[src/rtl/smb_ara_pkg.sv]
// Package: shared types for the alert response responder.
// Assumes: nothing; holds only the state encoding.
package smb_ara_pkg;

    typedef enum logic [2:0] {
        RSP_IDLE,     // bus free, nothing in progress
        RSP_ADDR,     // shifting in the address byte
        RSP_ACK_DRV,  // address matched, drive ACK at next SCL fall
        RSP_ACK_BIT,  // ACK driven, waiting for its SCL rise
        RSP_ACK_END,  // ACK clocked, first data bit goes out at SCL fall
        RSP_DATA,     // sending own address with arbitration
        RSP_MACK,     // byte sent, release SDA for the master's ACK slot
        RSP_IGNORE    // not addressed or lost: silent until START/STOP
    } rsp_state_t;

endpackage

[src/rtl/smb_ara_sync.sv]
// Module: multi-line synchroniser with edge detection.
// Each asynchronous input passes through STAGES flops, then one more flop
// holds the previous synchronised level for rise/fall detection.
// Assumes: STAGES >= 2; lines idle high (open-drain bus), so reset loads 1.
module smb_ara_sync #(
    parameter int STAGES = 2,
    parameter int LINES  = 2
) (
    input  logic             clk,
    input  logic             rst_n,
    input  logic [LINES-1:0] async_i,
    output logic [LINES-1:0] sync_o,
    output logic [LINES-1:0] rise_o,
    output logic [LINES-1:0] fall_o
);

    for (genvar g = 0; g < LINES; g++) begin : g_line
        logic [STAGES-1:0] chain;
        logic              last;

        // Shift the raw level through the synchroniser and keep the prior value.
        always_ff @(posedge clk) begin
            if (!rst_n) begin
                chain <= '1;
                last  <= 1'b1;
            end else begin
                chain <= {chain[STAGES-2:0], async_i[g]};
                last  <= chain[STAGES-1];
            end
        end

        // Present the level and its edges.
        always_comb begin
            sync_o[g] = chain[STAGES-1];
            rise_o[g] = chain[STAGES-1] & ~last;
            fall_o[g] = ~chain[STAGES-1] & last;
        end
    end

endmodule

[src/rtl/smb_ara_cond.sv]
// Module: bus condition detector.
// Flags START (SDA falls while SCL high) and STOP (SDA rises while SCL high)
// from synchronised lines.
// Assumes: SCL and SDA went through equal synchroniser depth.
module smb_ara_cond (
    input  logic scl_s,
    input  logic sda_rise,
    input  logic sda_fall,
    output logic start_o,
    output logic stop_o
);

    // Qualify SDA transitions with a high clock line.
    always_comb begin
        start_o = scl_s & sda_fall;
        stop_o  = scl_s & sda_rise;
    end

endmodule

[src/rtl/smb_ara_fsm.sv]
// Module: alert response transaction engine.
// Receives the address byte, acknowledges the alert response address when an
// alert is pending, returns {own address, 0} MSB first with bitwise
// arbitration, and pulses clear_o when the whole byte went out unopposed.
// Assumes: one-cycle scl_rise/scl_fall/start/stop strobes from synchronised
// lines; sda_s sampled with the same latency as the SCL strobes.
module smb_ara_fsm
    import smb_ara_pkg::*;
#(
    parameter int               ADDR_W   = 7,
    parameter logic [ADDR_W-1:0] ARA_ADDR = 7'b0001100
) (
    input  logic              clk,
    input  logic              rst_n,
    input  logic              scl_rise,
    input  logic              scl_fall,
    input  logic              sda_s,
    input  logic              start_i,
    input  logic              stop_i,
    input  logic              pending_i,
    input  logic [ADDR_W-1:0] dev_addr_i,
    output logic              sda_oe_o,
    output logic              clear_o
);

    localparam int BYTE_W = ADDR_W + 1;
    localparam int CNT_W  = $clog2(BYTE_W + 1);
    localparam logic [CNT_W-1:0] LAST_BIT = CNT_W'(BYTE_W - 1);
    localparam logic [BYTE_W-1:0] MATCH   = {ARA_ADDR, 1'b1};

    rsp_state_t        state;
    logic [BYTE_W-1:0] rx_q;
    logic [BYTE_W-1:0] tx_q;
    logic [CNT_W-1:0]  cnt_q;
    logic              oe_q;
    logic              clr_q;
    logic [BYTE_W-1:0] rx_next;
    logic              tx_msb;

    // Next receive value and the bit currently being sent.
    always_comb begin
        rx_next = {rx_q[BYTE_W-2:0], sda_s};
        tx_msb  = tx_q[BYTE_W-1];
    end

    // Transaction sequencing, SDA drive and clear pulse generation.
    always_ff @(posedge clk) begin
        if (!rst_n) begin
            state <= RSP_IDLE;
            rx_q  <= '0;
            tx_q  <= '0;
            cnt_q <= '0;
            oe_q  <= 1'b0;
            clr_q <= 1'b0;
        end else begin
            clr_q <= 1'b0;
            if (start_i) begin
                state <= RSP_ADDR;
                cnt_q <= '0;
                oe_q  <= 1'b0;
            end else if (stop_i) begin
                state <= RSP_IDLE;
                oe_q  <= 1'b0;
            end else begin
                unique case (state)
                    RSP_ADDR: begin
                        if (scl_rise) begin
                            rx_q <= rx_next;
                            if (cnt_q == LAST_BIT) begin
                                cnt_q <= '0;
                                if (rx_next == MATCH && pending_i) begin
                                    state <= RSP_ACK_DRV;
                                    tx_q  <= {dev_addr_i, 1'b0};
                                end else begin
                                    state <= RSP_IGNORE;
                                end
                            end else begin
                                cnt_q <= cnt_q + 1'b1;
                            end
                        end
                    end
                    RSP_ACK_DRV: begin
                        if (scl_fall) begin
                            oe_q  <= 1'b1;
                            state <= RSP_ACK_BIT;
                        end
                    end
                    RSP_ACK_BIT: begin
                        if (scl_rise) begin
                            state <= RSP_ACK_END;
                        end
                    end
                    RSP_ACK_END: begin
                        if (scl_fall) begin
                            oe_q  <= ~tx_msb;
                            state <= RSP_DATA;
                        end
                    end
                    RSP_DATA: begin
                        if (scl_rise) begin
                            if (tx_msb && !sda_s) begin
                                oe_q  <= 1'b0;
                                state <= RSP_IGNORE;
                            end else begin
                                tx_q <= {tx_q[BYTE_W-2:0], 1'b0};
                                if (cnt_q == LAST_BIT) begin
                                    cnt_q <= '0;
                                    clr_q <= 1'b1;
                                    state <= RSP_MACK;
                                end else begin
                                    cnt_q <= cnt_q + 1'b1;
                                end
                            end
                        end else if (scl_fall) begin
                            oe_q <= ~tx_msb;
                        end
                    end
                    RSP_MACK: begin
                        if (scl_fall) begin
                            oe_q  <= 1'b0;
                            state <= RSP_IGNORE;
                        end
                    end
                    default: begin
                        oe_q <= 1'b0;
                    end
                endcase
            end
        end
    end

    // Drive the outputs from registers only.
    always_comb begin
        sda_oe_o = oe_q;
        clear_o  = clr_q;
    end

endmodule

[src/rtl/smb_alert_responder.sv]
// Module: top of the alert response responder.
// Synchronises the bus lines, detects START/STOP and runs the transaction
// engine that answers the alert response address with the device address.
// Assumes: the pad pulls SDA low while sda_oe_o is high; SCL is never driven.
module smb_alert_responder #(
    parameter int                ADDR_W      = 7,
    parameter int                SYNC_STAGES = 2,
    parameter logic [ADDR_W-1:0] ARA_ADDR    = 7'b0001100
) (
    input  logic              clk,
    input  logic              rst_n,
    input  logic              scl_i,
    input  logic              sda_i,
    output logic              sda_oe_o,
    input  logic              alert_pending_i,
    input  logic [ADDR_W-1:0] dev_addr_i,
    output logic              alert_clear_o
);

    localparam int LN_SCL = 0;
    localparam int LN_SDA = 1;

    logic [1:0] line_s;
    logic [1:0] line_rise;
    logic [1:0] line_fall;
    logic       start_cond;
    logic       stop_cond;
    logic       scl_sync;
    logic       bus_abort;

    smb_ara_sync #(
        .STAGES (SYNC_STAGES),
        .LINES  (2)
    ) i_sync (
        .clk     (clk),
        .rst_n   (rst_n),
        .async_i ({sda_i, scl_i}),
        .sync_o  (line_s),
        .rise_o  (line_rise),
        .fall_o  (line_fall)
    );

    smb_ara_cond i_cond (
        .scl_s    (line_s[LN_SCL]),
        .sda_rise (line_rise[LN_SDA]),
        .sda_fall (line_fall[LN_SDA]),
        .start_o  (start_cond),
        .stop_o   (stop_cond)
    );

    smb_ara_fsm #(
        .ADDR_W   (ADDR_W),
        .ARA_ADDR (ARA_ADDR)
    ) i_fsm (
        .clk        (clk),
        .rst_n      (rst_n),
        .scl_rise   (line_rise[LN_SCL]),
        .scl_fall   (line_fall[LN_SCL]),
        .sda_s      (line_s[LN_SDA]),
        .start_i    (start_cond),
        .stop_i     (stop_cond),
        .pending_i  (alert_pending_i),
        .dev_addr_i (dev_addr_i),
        .sda_oe_o   (sda_oe_o),
        .clear_o    (alert_clear_o)
    );

    // Observation taps for the bound checker.
    always_comb begin
        scl_sync  = line_s[LN_SCL];
        bus_abort = start_cond | stop_cond;
    end

endmodule

[config.mk]
export PLATFORM = sky130hd
export DESIGN_NAME = smb_alert_responder
export DESIGN_NICKNAME = d
export VERILOG_FILES = /design/src/rtl/smb_ara_pkg.sv /design/src/rtl/smb_ara_sync.sv /design/src/rtl/smb_ara_cond.sv /design/src/rtl/smb_ara_fsm.sv /design/src/rtl/smb_alert_responder.sv
export SDC_FILE = /design/constraint.sdc
export NUM_CORES = 1
export LEC_CHECK = 0
export BUFFER_PORTS_ARGS = -buffer_cell sky130_fd_sc_hd__buf_2
export CAP_MARGIN = 20
export CELL_PAD_IN_SITES_DETAIL_PLACEMENT = 1
export CELL_PAD_IN_SITES_GLOBAL_PLACEMENT = 2
export CORE_UTILIZATION = 25
export CTS_CLUSTER_DIAMETER = 60
export DETAILED_ROUTE_END_ITERATION = 8
export PLACE_DENSITY_LB_ADDON = 0.05
export SLEW_MARGIN = 20
export SYNTH_ARGS = -nofsm -noshare
export SYNTH_HDL_FRONTEND = slang
export SYNTH_SLANG_ARGS = --single-unit
export TNS_END_PERCENT = 1
[constraint.sdc]
create_clock -name clk -period 3.4 [get_ports clk]
set_clock_uncertainty 0.05 [all_clocks]
set_input_delay 0.85 -clock clk [delete_from_list [all_inputs] [get_ports clk]]
set_output_delay 0.85 -clock clk [all_outputs]
set_load 0.01 [all_outputs]
==> flow_summary.json <==
{
  "final.period_utilization_pct": 56.20,
  "worst_slack_ps": 1489,
  "multiInputGateArea_um2": 835.8,
  "synth_area_um2": 1488,
  "synth_edf_count": 0,
  "cts.sinks": 29,
  "cap_viol_max_count": 0,
  "setup_viol_count_final": 0,
  "r2r_setup_slack_ps": 1490,
  "hold_depth": 1,
  "holdWs_ps": 358.5,
  "grt_pass1_vias": 1300,
  "rows": 27,
  "fillers": 682,
  "synthDistinctLibCells": 46,
  "antenna_cells": 0,
  "io_buffers": 13,
  "antenna_found_initial": 0,
  "hold_violations": 0,
  "leakagePower_uw": 0.0007191,
  "cts_resized": 0,
  "initial_core_util_pct": 26.53,
  "dpl.hpwl_um": 2640,
  "holdBufCountCts": 0,
  "stdcell_count": 244,
  "place_inst": 236,
  "path_max_fanout": 9,
  "arrival_ps": 2030,
  "fin_tns_setup_ps": 0,
  "h-tree-depth": 2,
  "ys_seq_elements": 29,
  "clk_latency_ps": 290,
  "rr_worst_depth": 4,
  "cts-root-buf": "clkbuf_8",
  "viasPerCell": 4.885,
  "r2r_end": "i_fsm.rx_q[2]",
  "rsz0062_at_grt": "false",
  "clk_pin_slew_worst_paths_ps": 70,
  "critPathCaptureType": "flop",
  "required_ps": 3520,
  "ff_latch_area_um2": 580.6,
  "syn-instance-count": 159,
  "drtAntennaViolNets": 0,
  "fp.dieArea_um2": 6263,
  "drtIter0Drc": 26,
  "grt-ovfl-total": 0,
  "routed_wl_um": 3563,
  "yosysWarnings": 0,
  "min_from": "i_sync.g_line[0].chain[0]",
  "design_area_um2": 1680,
  "cts_setup_buffers": 0,
  "drc_errors": 0,
  "cts_tree": "yes",
  "maxSlewViolCount": 0,
  "criticalPathCategory": "reg -> reg",
  "area_growth_syn_to_layout_pct": 12.95,
  "place_area_um2": 1594,
  "timing.fmax_mhz": 523.4,
  "worst_slew_pin_slew_ps": 555.0,
  "async_flop_share_pct": 0,
  "nets": 184,
  "p_per_area_nw_per_um2": 404.4,
  "vias": 1192,
  "rr_startpoint": "i_fsm.state[0]",
  "max_slew_margin_pct": 62.81,
  "cts_buffer_depth": 2,
  "vdd_drop_max_mv": 0.1785,
  "min_to": "i_sync.g_line[0].chain[1]",
  "wl_per_cell_um": 14.60,
  "status": "complete, no violations",
  "die_w_um": 79.14,
  "pre_cts_slack_ps": 1285,
  "fin_crit_ps": 1911,
  "grt_max_degree": 25,
  "drive_above_1_share_pct": 20.35,
  "synth_flop_cell": "dfxtp_1",
  "gp_congestion": 0.7182,
  "die_height_um": 79.14,
  "track_usage_pct": 13.19,
  "dr.pass1.iters": 4,
  "grt_pass1_wl_um": 6216,
  "numCtsBuffers": 5,
  "syn_area_per_cell_um2": 9.356,
  "crit_path_start_kind": "flop",
  "synth_sequential_area_ratio_pct": 39.02,
  "synthesis.nets": 172,
  "core_um2": 5608,
  "min_path_type": "reg -> reg",
  "ios": 14
}
## sequential cells by signal (all words and copies together) (netlist names)
register / count
i_fsm.clear_o: 1
i_fsm.cnt_q: 4
i_fsm.state: 3
i_fsm.rx_q: 7
i_sync.g_line.chain: 4
i_fsm.tx_q: 7
i_sync.g_line.last: 2
i_fsm.sda_oe_o: 1
## critical path: stages (launching register included)
cell and delay (ps):
dfxtp_1 490, nor2b_2 350, nand4b_1 500, mux2i_1 330
nor2_1 70
## cell usage after synthesis (2+ instances only)
cell,count,area (µm²)
nor3_1,2,10.01
o21ai_1,4,20.02
buf_2,3,15.01
nand3_1,3,15.01
nor2_1,10,37.54
a31oi_1,2,12.51
inv_1,6,22.52
o2111ai_1,2,17.52
nor2b_1,2,12.51
dfxtp_1,29,580.6
nand2b_1,8,50.05
and2b_1,2,15.01
or3_1,3,18.77
clkbuf_1,2,7.510
mux2_2,6,67.56
and4_1,2,17.52
mux2i_1,15,150.1
a21oi_1,8,40.04
buf_4,2,15.01
o211ai_1,2,15.01
nand2_1,18,67.56
nand3b_1,3,22.52
and2_1,2,12.51
## cell families after synthesis
| logic type | count (synthesis) | share of synthesized area (%) |
|---|---|---|
| simple gates | 65 | 25.32 |
| flops | 29 | 39.02 |
| buf+inv | 14 | 4.793 |
| mux | 21 | 14.63 |
| compound gates | 28 | 14.30 |
| fa+ha+maj | 1 | 0.8409 |
| xor+xnor | 1 | 1.094 |
## power breakdown
| part | total [µW] | internal (µW) | leakage, µW | switching, µW |
|---|---|---|---|---|
| registers | 350 | 344 | 0.000235 | 5.67 |
| logic | 44.6 | 19.0 | 0.000440 | 25.6 |
| clock network | 285 | 141 | 0.0000439 | 144 |
| total | 680 | 504 | 0.000719 | 175 |
## metrics by stage
stage	util (%)	total power (µW)
after floorplan	-	388.6
after global placement	28.42	401.8
after detailed placement	28.42	402.8
after CTS	29.96	695.4
after global routing	29.96	726.9
final	29.96	679.5
## per-layer routing
layer / vias to the layer above / GRT usage (%) / share of wire, %
li1: 586 / - / -
met1: 576 / 15.97 / 46
met2: 19 / 21.12 / 48
met3: 11 / 4.138 / 3.2
met4: 0 / 6.182 / 2.8
met5: - / 0 / 0
## worst max-delay path by stage
stage / from / to / slack (ps) / depth (start not counted)
floorplan: alert_pending_i / i_fsm.tx_q[2] / 1700 / 4
global placement: rst_n / i_fsm.state[0] / 1340 / 4
detailed placement: rst_n / i_fsm.state[0] / 1290 / 4
CTS: i_fsm.state[0] / i_fsm.rx_q[2] / 1500 / 4
global route: i_sync.g_line[0].chain[1] / i_fsm.rx_q[2] / 1380 / 4
finish: i_fsm.state[0] / i_fsm.rx_q[2] / 1490 / 4
## area by class of cell
cell class                      instances  area share (%)
Inverter                                6           1.340
Sequential cell                        29           34.55
Clock buffer                            5           4.095
Tap cell                               72           5.361
Timing Repair Buffer                   13           3.872
Clock inverter                          3           1.042
Multi-Input combinational cell        116           49.74
## layout by cell type, fill, tap and decap left out, types with 3 or more instances in the layout
cell	n
clkbuf_8	5
nand3b_1	3
mux2_2	6
dfxtp_1	29
nand3_1	3
a21oi_1	8
nor2_1	10
inv_1	6
mux2i_1	15
o21ai_1	4
nand2b_1	8
or3_1	3
nand2_1	18
buf_2	13
(Power assumes the default switching activity.)
